<file path="src/rtl/tt_pkg.sv">
package tt_pkg;
  localparam int TT_REG_W   = 32;
  localparam int LA_FIELD_W = 8;
  localparam int FC_W       = 3;
  localparam logic [TT_REG_W-1:0] TT_WMASK = 32'hFFFF_8777;

  typedef struct packed {
    logic [LA_FIELD_W-1:0] la_base;
    logic [LA_FIELD_W-1:0] la_mask;
    logic                  en;
    logic                  ci;
    logic                  dir_rd;
    logic                  dir_ign;
    logic [FC_W-1:0]       fc_base;
    logic [FC_W-1:0]       fc_mask;
  } tt_cfg_t;

  function automatic tt_cfg_t unpack_cfg(logic [TT_REG_W-1:0] r);
    tt_cfg_t c;
    c.la_base = r[31:24];
    c.la_mask = r[23:16];
    c.en      = r[15];
    c.ci      = r[10];
    c.dir_rd  = r[9];
    c.dir_ign = r[8];
    c.fc_base = r[6:4];
    c.fc_mask = r[2:0];
    return c;
  endfunction
endpackage

</file>
<file path="src/rtl/tt_reg_file.sv">
module tt_reg_file
  import tt_pkg::*;
#(
  parameter int NUM_WIN = 2,
  parameter int SEL_W   = 1
) (
  input  logic                              clk_i,
  input  logic                              rst_ni,
  input  logic                              we_i,
  input  logic [SEL_W-1:0]                  sel_i,
  input  logic [TT_REG_W-1:0]               wdata_i,
  output logic [TT_REG_W-1:0]               rdata_o,
  output logic [NUM_WIN-1:0][TT_REG_W-1:0]  regs_o
);
  logic [NUM_WIN-1:0][TT_REG_W-1:0] regs_q;

  for (genvar w = 0; w < NUM_WIN; w++) begin : g_reg
    always_ff @(posedge clk_i or negedge rst_ni) begin
      if (!rst_ni) begin
        regs_q[w] <= '0;
      end else if (we_i && (int'(sel_i) == w)) begin
        regs_q[w] <= wdata_i & TT_WMASK;
      end
    end
  end

  always_comb begin
    rdata_o = '0;
    for (int w = 0; w < NUM_WIN; w++) begin
      if (int'(sel_i) == w) rdata_o = regs_q[w];
    end
  end

  assign regs_o = regs_q;
endmodule

</file>
<file path="src/rtl/tt_window_match.sv">
module tt_window_match
  import tt_pkg::*;
#(
  parameter int ADDR_W = 32
) (
  input  tt_cfg_t           cfg_i,
  input  logic [ADDR_W-1:0] addr_i,
  input  logic [FC_W-1:0]   fc_i,
  input  logic              rd_i,
  output logic              hit_o,
  output logic              ci_o
);
  localparam int LA_LSB = ADDR_W - LA_FIELD_W;

  logic [LA_FIELD_W-1:0] la_top;
  logic la_ok, fc_ok, dir_ok;

  assign la_top = addr_i[ADDR_W-1:LA_LSB];
  // Mask bit 1 = don't-care
  assign la_ok  = ((la_top ^ cfg_i.la_base) & ~cfg_i.la_mask) == '0;
  assign fc_ok  = ((fc_i ^ cfg_i.fc_base) & ~cfg_i.fc_mask) == '0;
  assign dir_ok = cfg_i.dir_ign | (rd_i == cfg_i.dir_rd);

  assign hit_o = cfg_i.en & la_ok & fc_ok & dir_ok;
  assign ci_o  = hit_o & cfg_i.ci;
endmodule

</file>
<file path="src/rtl/tt_result_stage.sv">
module tt_result_stage #(
  parameter int ADDR_W  = 32,
  parameter int NUM_WIN = 2
) (
  input  logic               clk_i,
  input  logic               rst_ni,
  input  logic               valid_i,
  input  logic [ADDR_W-1:0]  addr_i,
  input  logic [NUM_WIN-1:0] win_hit_i,
  input  logic [NUM_WIN-1:0] win_ci_i,
  output logic               res_valid_o,
  output logic               hit_o,
  output logic               cinh_o,
  output logic [ADDR_W-1:0]  paddr_o
);
  logic              vld_q, hit_q, ci_q;
  logic [ADDR_W-1:0] pa_q;

  always_ff @(posedge clk_i or negedge rst_ni) begin
    if (!rst_ni) begin
      vld_q <= 1'b0;
      hit_q <= 1'b0;
      ci_q  <= 1'b0;
      pa_q  <= '0;
    end else begin
      vld_q <= valid_i;
      if (valid_i) begin
        hit_q <= |win_hit_i;
        ci_q  <= |(win_hit_i & win_ci_i);
        pa_q  <= addr_i;
      end else begin
        hit_q <= 1'b0;
        ci_q  <= 1'b0;
      end
    end
  end

  assign res_valid_o = vld_q;
  assign hit_o       = hit_q;
  assign cinh_o      = ci_q;
  assign paddr_o     = pa_q;
endmodule

</file>
<file path="src/rtl/tt_match_unit.sv">
module tt_match_unit
  import tt_pkg::*;
#(
  parameter int ADDR_W  = 32,
  parameter int NUM_WIN = 2,
  parameter int SEL_W   = (NUM_WIN > 1) ? $clog2(NUM_WIN) : 1
) (
  input  logic                clk_i,
  input  logic                rst_ni,
  input  logic                cfg_we_i,
  input  logic [SEL_W-1:0]    cfg_sel_i,
  input  logic [31:0]         cfg_wdata_i,
  output logic [31:0]         cfg_rdata_o,
  input  logic                acc_valid_i,
  input  logic [ADDR_W-1:0]   acc_addr_i,
  input  logic [2:0]          acc_fc_i,
  input  logic                acc_rd_i,
  output logic                res_valid_o,
  output logic                hit_o,
  output logic                cinh_o,
  output logic [ADDR_W-1:0]   paddr_o
);
  logic [NUM_WIN-1:0][TT_REG_W-1:0] regs;
  logic [NUM_WIN*TT_REG_W-1:0]      regs_flat;
  logic [NUM_WIN-1:0]               win_hit, win_ci;

  tt_reg_file #(
    .NUM_WIN(NUM_WIN),
    .SEL_W  (SEL_W)
  ) u_regs (
    .clk_i  (clk_i),
    .rst_ni (rst_ni),
    .we_i   (cfg_we_i),
    .sel_i  (cfg_sel_i),
    .wdata_i(cfg_wdata_i),
    .rdata_o(cfg_rdata_o),
    .regs_o (regs)
  );

  for (genvar w = 0; w < NUM_WIN; w++) begin : g_win
    tt_window_match #(.ADDR_W(ADDR_W)) u_match (
      .cfg_i (unpack_cfg(regs[w])),
      .addr_i(acc_addr_i),
      .fc_i  (acc_fc_i),
      .rd_i  (acc_rd_i),
      .hit_o (win_hit[w]),
      .ci_o  (win_ci[w])
    );
    assign regs_flat[w*TT_REG_W +: TT_REG_W] = regs[w];
  end

  tt_result_stage #(
    .ADDR_W (ADDR_W),
    .NUM_WIN(NUM_WIN)
  ) u_res (
    .clk_i      (clk_i),
    .rst_ni     (rst_ni),
    .valid_i    (acc_valid_i),
    .addr_i     (acc_addr_i),
    .win_hit_i  (win_hit),
    .win_ci_i   (win_ci),
    .res_valid_o(res_valid_o),
    .hit_o      (hit_o),
    .cinh_o     (cinh_o),
    .paddr_o    (paddr_o)
  );
endmodule

</file>
<file path="config.mk">
export PLATFORM = sky130hd
export DESIGN_NAME = tt_match_unit
export DESIGN_NICKNAME = d
export VERILOG_FILES = /design/src/rtl/tt_pkg.sv /design/src/rtl/tt_reg_file.sv /design/src/rtl/tt_window_match.sv /design/src/rtl/tt_result_stage.sv /design/src/rtl/tt_match_unit.sv
export SDC_FILE = /design/constraint.sdc
export NUM_CORES = 1
export LEC_CHECK = 0
export ABC_AREA = 1
export BUFFER_PORTS_ARGS = -buffer_cell sky130_fd_sc_hd__buf_2
export CORE_AREA = 4 4 96 98
export CTS_CLUSTER_DIAMETER = 120
export DETAILED_ROUTE_END_ITERATION = 7
export DIE_AREA = 0 0 100 102
export GPL_ROUTABILITY_DRIVEN = 0
export PLACE_DENSITY = 0.82
export SYNTH_ARGS = -nofsm -noshare
export SYNTH_HDL_FRONTEND = slang
export SYNTH_SLANG_ARGS = --single-unit
</file>
<file path="constraint.sdc">
create_clock -name clk_i -period 1.9 [get_ports clk_i]
set_clock_uncertainty 0.2 [all_clocks]
set_input_delay 0.475 -clock clk_i [delete_from_list [all_inputs] [get_ports clk_i]]
set_output_delay 0.475 -clock clk_i [all_outputs]
set_load 0.005 [all_outputs]
</file>
==> results of run 1 <==
-- metrics by stage --
stage	std cells	total power, mW	util
final	774	4.48	0.606
after global routing	774	4.77	0.606
after CTS	774	4.53	0.606
after detailed placement	757	3.06	0.577
after global placement	757	3.03	0.577
after floorplan	540	2.67	-
-- per-layer routing --
layer	track usage	wire length (um)
met3	0.0430	781
met2	0.332	4480
met4	0.0497	91
met5	0	0
met1	0.259	4270
-- how the worst max path moves through the flow --
stage                   start              end  slack [ns]  cells after the start
finish              cfg_sel_i  cfg_rdata_o[21]        0.02                      4
floorplan           cfg_sel_i  cfg_rdata_o[25]        0.18                      4
global placement    cfg_sel_i  cfg_rdata_o[22]       0.007                      5
global route        cfg_sel_i  cfg_rdata_o[21]        0.01                      4
detailed placement  cfg_sel_i  cfg_rdata_o[22]        0.02                      5
CTS                 cfg_sel_i  cfg_rdata_o[22]        0.02                      5
-- cell usage in the layout, fill, tap and decap left out, drive strengths merged --
cell type      n
clkinv         6
clkbuf        13
o21ai         83
conb           6
nor2          14
dfrtp         87
nand3b         1
or2            2
buf          136
bufinv         2
a21oi          9
nand3         15
inv           67
xor2           1
dlygate4sd3    1
xnor2          1
nand2        222
-- cell type report --
type / count / area share
timing repair buffer: 138 / 0.156
sequential: 87 / 0.424
inverter: 71 / 0.0519
tap: 108 / 0.0263
clock inverter: 4 / 0.0151
clock buffer: 12 / 0.0302
multi-input combinational: 354 / 0.296
-- flip-flops by register name (all words and copies together), names as in the netlist --
signal	count
u_res.cinh_o	1
u_res.paddr_o	32
u_regs.regs_o	52
u_res.hit_o	1
u_res.res_valid_o	1
-- Yosys cell counts (2+ instances only) --
master / count / share of area
sky130_fd_sc_hd__nand3_2: 2 / 0.0049
sky130_fd_sc_hd__nor2_2: 2 / 0.0031
sky130_fd_sc_hd__clkinv_1: 4 / 0.0037
sky130_fd_sc_hd__inv_1: 63 / 0.058
sky130_fd_sc_hd__nand2_1: 218 / 0.20
sky130_fd_sc_hd__dfrtp_1: 87 / 0.53
sky130_fd_sc_hd__nor2_1: 11 / 0.010
sky130_fd_sc_hd__buf_2: 14 / 0.017
sky130_fd_sc_hd__buf_4: 6 / 0.011
sky130_fd_sc_hd__a21oi_2: 2 / 0.0043
sky130_fd_sc_hd__nand3_1: 13 / 0.016
sky130_fd_sc_hd__o21ai_1: 21 / 0.026
sky130_fd_sc_hd__inv_2: 4 / 0.0037
sky130_fd_sc_hd__a21oi_1: 7 / 0.0085
sky130_fd_sc_hd__nand2_2: 4 / 0.0061
sky130_fd_sc_hd__o21ai_0: 62 / 0.076
sky130_fd_sc_hd__clkbuf_1: 7 / 0.0064
-- what timing repair did --
item                                   4_1_cts  5_1_grt
hold buffers                                 1        0
buffers inserted                             0        0
resized for setup                            0        2
setup endpoints to repair                    0        3
endpoints found under the hold margin       87        0
-- logic make-up (layout without fill, tap and decap cells) --
kind of cell / after synthesis / in the layout / share of synthesized area
compound gates: 92 / 92 / 0.114
simple gates: 254 / 254 / 0.247
buf+inv: 99 / 225 / 0.103
xor+xnor: 2 / 2 / 0.00427
flops: 87 / 87 / 0.531
other cells: 1 / 6 / 0.000914
-- tightest hold or removal path, cell delays in order --
cell and delay, ns:
sky130_fd_sc_hd__buf_2 0.07, sky130_fd_sc_hd__nand2_1 0.04, sky130_fd_sc_hd__nand2_1 0.05
-- where the power goes --
part	internal, mW	total, mW	switching [mW]
registers	2.05	2.19	0.141
logic	0.359	0.825	0.466
clock network	0.819	1.47	0.649
total	3.23	4.48	1.26
==> metrics.log, run 1 <==
INFO  metric synth_enable_flop_cells = 0
INFO  metric clock_sink_count = 87
INFO  metric drtAntennaViolNets = 0
INFO  metric clk_latency = 0.35 ns
INFO  metric horizontal_die_dimension = approximately 100 um
INFO  metric clk_transition_reported_paths = 0.09 ns
INFO  metric r2r_setup_slack = roughly 0.48 ns
INFO  metric critPathMaxFanout = 8
INFO  metric irDropWorstVdd = 0.000460 V
INFO  metric grt_usage = 0.196
INFO  metric ys_seq_area_frac = 0.531
INFO  metric cap_viol_max_count = 0
INFO  metric rsz_0062_raised_after_global_routing = no
INFO  metric drt_iter0_drc = about 140
INFO  metric timing.final.ws_setup = a little over 0.02 ns
INFO  metric crit_family = buffers and inverters
INFO  metric timing.rr.start = u_regs.regs_o[27]$_DFFE_PN0P_
INFO  metric path_buf_inv = 3
INFO  metric dp_hpwl = 7010 um
INFO  metric multi_input_comb_area = 1520 um^2
INFO  metric timing.hold.worst_path_depth = 3
INFO  metric drtPass1Iterations = 4
INFO  metric sequential_cell_area = 2180 um^2
INFO  metric crit_path_cell_trace = clkbuf_4 -> buf_4 -> o21ai_0 -> buf_2
INFO  metric num_vias = ~3700
INFO  metric core_area = roughly 8500 um^2
INFO  metric timing.critical_path.arrival = about 1.2 ns
INFO  metric setup-tns-final = 0 ns
INFO  metric num-fill-cells = 785
INFO  metric ys.warnings.count = 0
INFO  metric regToRegEndpoint = u_res.cinh_o$_DFF_PN0_
INFO  metric synth_flop_cell = sky130_fd_sc_hd__dfrtp_1
INFO  metric drive_gt1_frac = 0.251
INFO  metric post-route-min-period = 1.88 ns
INFO  metric placementRows = 34
INFO  metric worst_setup_timing_slack_at_the_placement_stage = about 0.018 ns
INFO  metric number_of_global_route_vias_before_repair = between 3000 and 4000
INFO  metric number_of_ports_placed_on_the_die_boundary = 140
INFO  metric slew_viol_final = 0
INFO  metric antennaDiodeCount = 0
INFO  metric yosys_register_bits = 87
INFO  metric avgSynthCellArea = about 7.7 um^2
INFO  metric cts_root_buffer = sky130_fd_sc_hd__clkbuf_8
INFO  metric syn_inst = roughly 540
INFO  metric worst_min_delay_path_startpoint = acc_addr_i[21]
INFO  metric tritoncts = yes
INFO  metric worst_hold_slack = ~0.12 ns
INFO  metric placement.cell_area = slightly below 5000 um^2
INFO  metric grt_antenna_before_repair = 0
INFO  metric grt.overflow.total = 0
INFO  metric static-leakage-power = slightly below 3 nW
INFO  metric cts_max_level = 3
INFO  metric route.detailed.wl_per_inst = roughly 12 um
INFO  metric syn_area = approximately 4100 um^2
INFO  metric reg2regPathDepth = 9
INFO  metric nNetsFinal = around 730
INFO  metric clockBufferDepth = 2
INFO  metric fmax = between 500 and 600 MHz
INFO  metric synth.lib_cells_used.distinct = 25
INFO  metric power_per_cell_area = between 800 and 900 nW/um^2
INFO  metric cp-start-kind = primary input
INFO  metric timing.critical_path.to_type = output port
INFO  metric postRouteWirelength = 9620 um
INFO  metric setup-violations-final = 0
INFO  metric grt_start_max_net_pins = 88
INFO  metric crit_slowest_cell = sky130_fd_sc_hd__o21ai_0
INFO  metric grt_pass1_wl = 15900 um
INFO  metric outcome = finished clean
INFO  metric avgViaCountPerCell = about 4.7
INFO  metric cts_inserted_buffers = 9
INFO  metric worstPathRequired = around 1.2 ns
INFO  metric worst-setup-path-type = in2out
INFO  metric start_util = 0.484
INFO  metric drcViolationCount = 0
INFO  metric design.die.area = 10200 um^2
INFO  metric min_to = u_res.paddr_o[21]$_DFFE_PN0P_
INFO  metric stdcell_area = just over 5000 um^2
INFO  metric crit_path_max_incr_delay = about 0.23 ns
INFO  metric timing.hold.worst.class = in2reg
INFO  metric final_report_hold_violation_count = 0
INFO  metric area_growth = 25.2%
INFO  metric place.port_buffers = between 100 and 150
INFO  metric min_period_over_period = 0.989
INFO  metric async_flop_share = 1.00
INFO  metric die_y = about 100 um
No activity file was read; power rests on OpenSTA's default activity.
==> run 2, diff against run 1 <==
--- a/config.mk
+++ b/config.mk
@@ -7,12 +7,15 @@
 export LEC_CHECK = 0
 export ABC_AREA = 1
 export BUFFER_PORTS_ARGS = -buffer_cell sky130_fd_sc_hd__buf_2
-export CORE_AREA = 4 4 96 98
-export CTS_CLUSTER_DIAMETER = 120
+export CELL_PAD_IN_SITES_DETAIL_PLACEMENT = 0
+export CELL_PAD_IN_SITES_GLOBAL_PLACEMENT = 1
+export CORE_AREA = 4 4 114 116
+export CTS_BUF_LIST = sky130_fd_sc_hd__clkbuf_16
+export CTS_CLUSTER_DIAMETER = 100
 export DETAILED_ROUTE_END_ITERATION = 7
-export DIE_AREA = 0 0 100 102
+export DIE_AREA = 0 0 118 120
 export GPL_ROUTABILITY_DRIVEN = 0
-export PLACE_DENSITY = 0.82
+export PLACE_DENSITY = 0.81
 export SYNTH_ARGS = -nofsm -noshare
 export SYNTH_HDL_FRONTEND = slang
 export SYNTH_SLANG_ARGS = --single-unit
==> metrics.log, run 2 (same netlist as run 1, synthesis figures left out) <==
INFO  metric drive_gt1_frac = 0.250
INFO  metric slew_viol_final = 0
INFO  metric fmax = around 550 MHz
INFO  metric grt_usage = 0.154
INFO  metric crit_path_cell_trace = buf_2 -> buf_12 -> o21ai_0 -> buf_2
INFO  metric clockBufferDepth = 2
INFO  metric drcViolationCount = 0
INFO  metric setup-violations-final = 0
INFO  metric crit_family = buffers and inverters
INFO  metric timing.final.ws_setup = about 0.066 ns
INFO  metric clock_sink_count = just under 90
INFO  metric worstPathRequired = around 1.2 ns
INFO  metric static-leakage-power = a little under 3 nW
INFO  metric worst_setup_timing_slack_at_the_placement_stage = -0.0215 ns
INFO  metric grt.overflow.total = 0
INFO  metric final_report_hold_violation_count = 0
INFO  metric drt_iter0_drc = 186
INFO  metric start_util = 0.344
INFO  metric cts_root_buffer = sky130_fd_sc_hd__clkbuf_16
INFO  metric r2r_setup_slack = 0.45 ns
INFO  metric cap_viol_max_count = 0
INFO  metric grt_antenna_before_repair = 1
INFO  metric timing.critical_path.to_type = output port
INFO  metric area_growth = 27.7%
INFO  metric path_buf_inv = 3
INFO  metric die_y = between 100 and 150 um
INFO  metric cts_max_level = 3
INFO  metric finish.cell_count_without_fillers = 812
INFO  metric dp_hpwl = 7810 um
INFO  metric setup-tns-final = 0 ns
INFO  metric outcome = finished clean
INFO  metric grt_pass1_wl = ~18000 um
INFO  metric worst-setup-path-type = in2out
INFO  metric min_to = u_res.paddr_o[3]$_DFFE_PN0P_
INFO  metric number_of_flip_flops_in_the_largest_register = 52
INFO  metric report.power.total = between 4 and 5 mW
INFO  metric grt_start_max_net_pins = 88
INFO  metric place.port_buffers = between 100 and 150
INFO  metric postRouteWirelength = 10600 um
INFO  metric worst_min_delay_path_startpoint = acc_addr_i[3]
INFO  metric timing.hold.worst.class = in2reg
INFO  metric drtPass1Iterations = 4
INFO  metric antennaDiodeCount = 0
INFO  metric route.detailed.wl_per_inst = 13.0 um
INFO  metric nNetsFinal = around 740
INFO  metric dp.cells = 797
INFO  metric irDropWorstVdd = approximately 0.00038 V
INFO  metric worst_hold_slack = 0.146 ns
INFO  metric crit_slowest_cell = sky130_fd_sc_hd__o21ai_0
INFO  metric min_period_over_period = 0.965
INFO  metric num_vias = 3661
INFO  metric clk_latency = ~0.34 ns
INFO  metric clk_transition_reported_paths = about 0.060 ns
INFO  metric reg2regPathDepth = 9
INFO  metric post-route-min-period = approximately 1.8 ns
INFO  metric number_of_ports_placed_on_the_die_boundary = 140
INFO  metric horizontal_die_dimension = between 100 and 150 um
INFO  metric crit_path_max_incr_delay = 0.20 ns
INFO  metric timing.rr.start = u_regs.regs_o[27]$_DFFE_PN0P_
INFO  metric cp-start-kind = primary input
INFO  metric timing.critical_path.arrival = ~1.2 ns
INFO  metric regToRegEndpoint = u_res.cinh_o$_DFF_PN0_
INFO  metric number_of_global_route_vias_before_repair = about 3600
INFO  metric critPathMaxFanout = 19
INFO  metric timing.hold.worst_path_depth = 3
INFO  metric most-common-layout-cells = sky130_fd_sc_hd__nand2_1, sky130_fd_sc_hd__buf_2, sky130_fd_sc_hd__dfrtp_1
INFO  metric drtAntennaViolNets = 0
INFO  metric cts_inserted_buffers = 9
INFO  metric most_frequent_standard_cell_in_the_layout_excluding_fill_and_tap_cells = sky130_fd_sc_hd__nand2_1
INFO  metric core_area = between 10000 and 15000 um^2
INFO  metric design.die.area = between 10000 and 15000 um^2
INFO  metric placementRows = 40
INFO  metric power_per_cell_area = around 900 nW/um^2
INFO  metric rsz_0062_raised_after_global_routing = no
INFO  metric critical_path.most_common_cell = sky130_fd_sc_hd__buf_2
INFO  metric avgViaCountPerCell = between 4 and 5
INFO  metric tritoncts = yes
[run 2: cell count changes in the layout (fill, tap and decap cells not counted), sizes merged]
cell / change
clkinvlp: +1
clkinv: +1
bufinv: -1
buf: +2
clkbuf: -4
[run 2: area by class of cell]
| cell class | count | area, um^2 |
|---|---|---|
| fill | 1233 | 6670 |
| sequential | 87 | 2180 |
| multi-input combinational | 354 | 1520 |
| timing repair buffer | 139 | 810 |
| inverter | 71 | 269 |
| clock buffer | 9 | 225 |
| tap | 147 | 184 |
| clock inverter | 5 | 51.3 |
[run 2: worst max path at each step]
stage | endpoint | from | depth (start not counted)
2_1_floorplan | cfg_rdata_o[25] | cfg_sel_i | 4
3_3_place_gp | cfg_rdata_o[22] | cfg_sel_i | 5
3_5_place_dp | cfg_rdata_o[22] | cfg_sel_i | 5
4_1_cts | cfg_rdata_o[15] | cfg_sel_i | 4
5_1_grt | cfg_rdata_o[2] | cfg_sel_i | 5
6_report | cfg_rdata_o[6] | cfg_sel_i | 4
[run 2: power breakdown]
group          leakage (nW)  switching, mW  internal (mW)  total [mW]
Combinational          1.72          0.476          0.361       0.837
Clock                 0.135          0.680          0.993        1.67
Sequential             1.07          0.140           2.05        2.19
Total                  2.92           1.30           3.41        4.71
[run 2: routing by layer]
metal,global-route usage,part of all wire
met5,0,0.0012
met4,0.0667,0.022
met3,0.0415,0.065
met2,0.234,0.43
met1,0.207,0.48
[run 2: timing repair]
| item | in CTS | in global routing |
|---|---|---|
| setup buffers | 0 | 0 |
| resized for setup | 1 | 8 |
| endpoints found under the setup margin | 4 | 5 |
| endpoints found under the hold margin | 64 | 0 |
| hold buffers | 1 | 0 |
[run 2: metrics by stage]
| stage | area [um^2] | utilization |
|---|---|---|
| 2_1_floorplan | 4120 | - |
| 3_3_place_gp | 4940 | 0.415 |
| 3_5_place_dp | 4940 | 0.415 |
| 4_1_cts | 5230 | 0.439 |
| 5_1_grt | 5240 | 0.440 |
| 6_report | 5240 | 0.440 |
[run 2: worst register-to-register path, delay by kind of cell, from the launching register on]
| kind | cells | cell delay, ns |
|---|---|---|
| buffers and inverters | 2 | 0.12 |
| flip-flops | 1 | 0.39 |
| AND/OR/NAND/NOR | 6 | 0.53 |
| AO/OA/AOI/OAI | 1 | 0.12 |
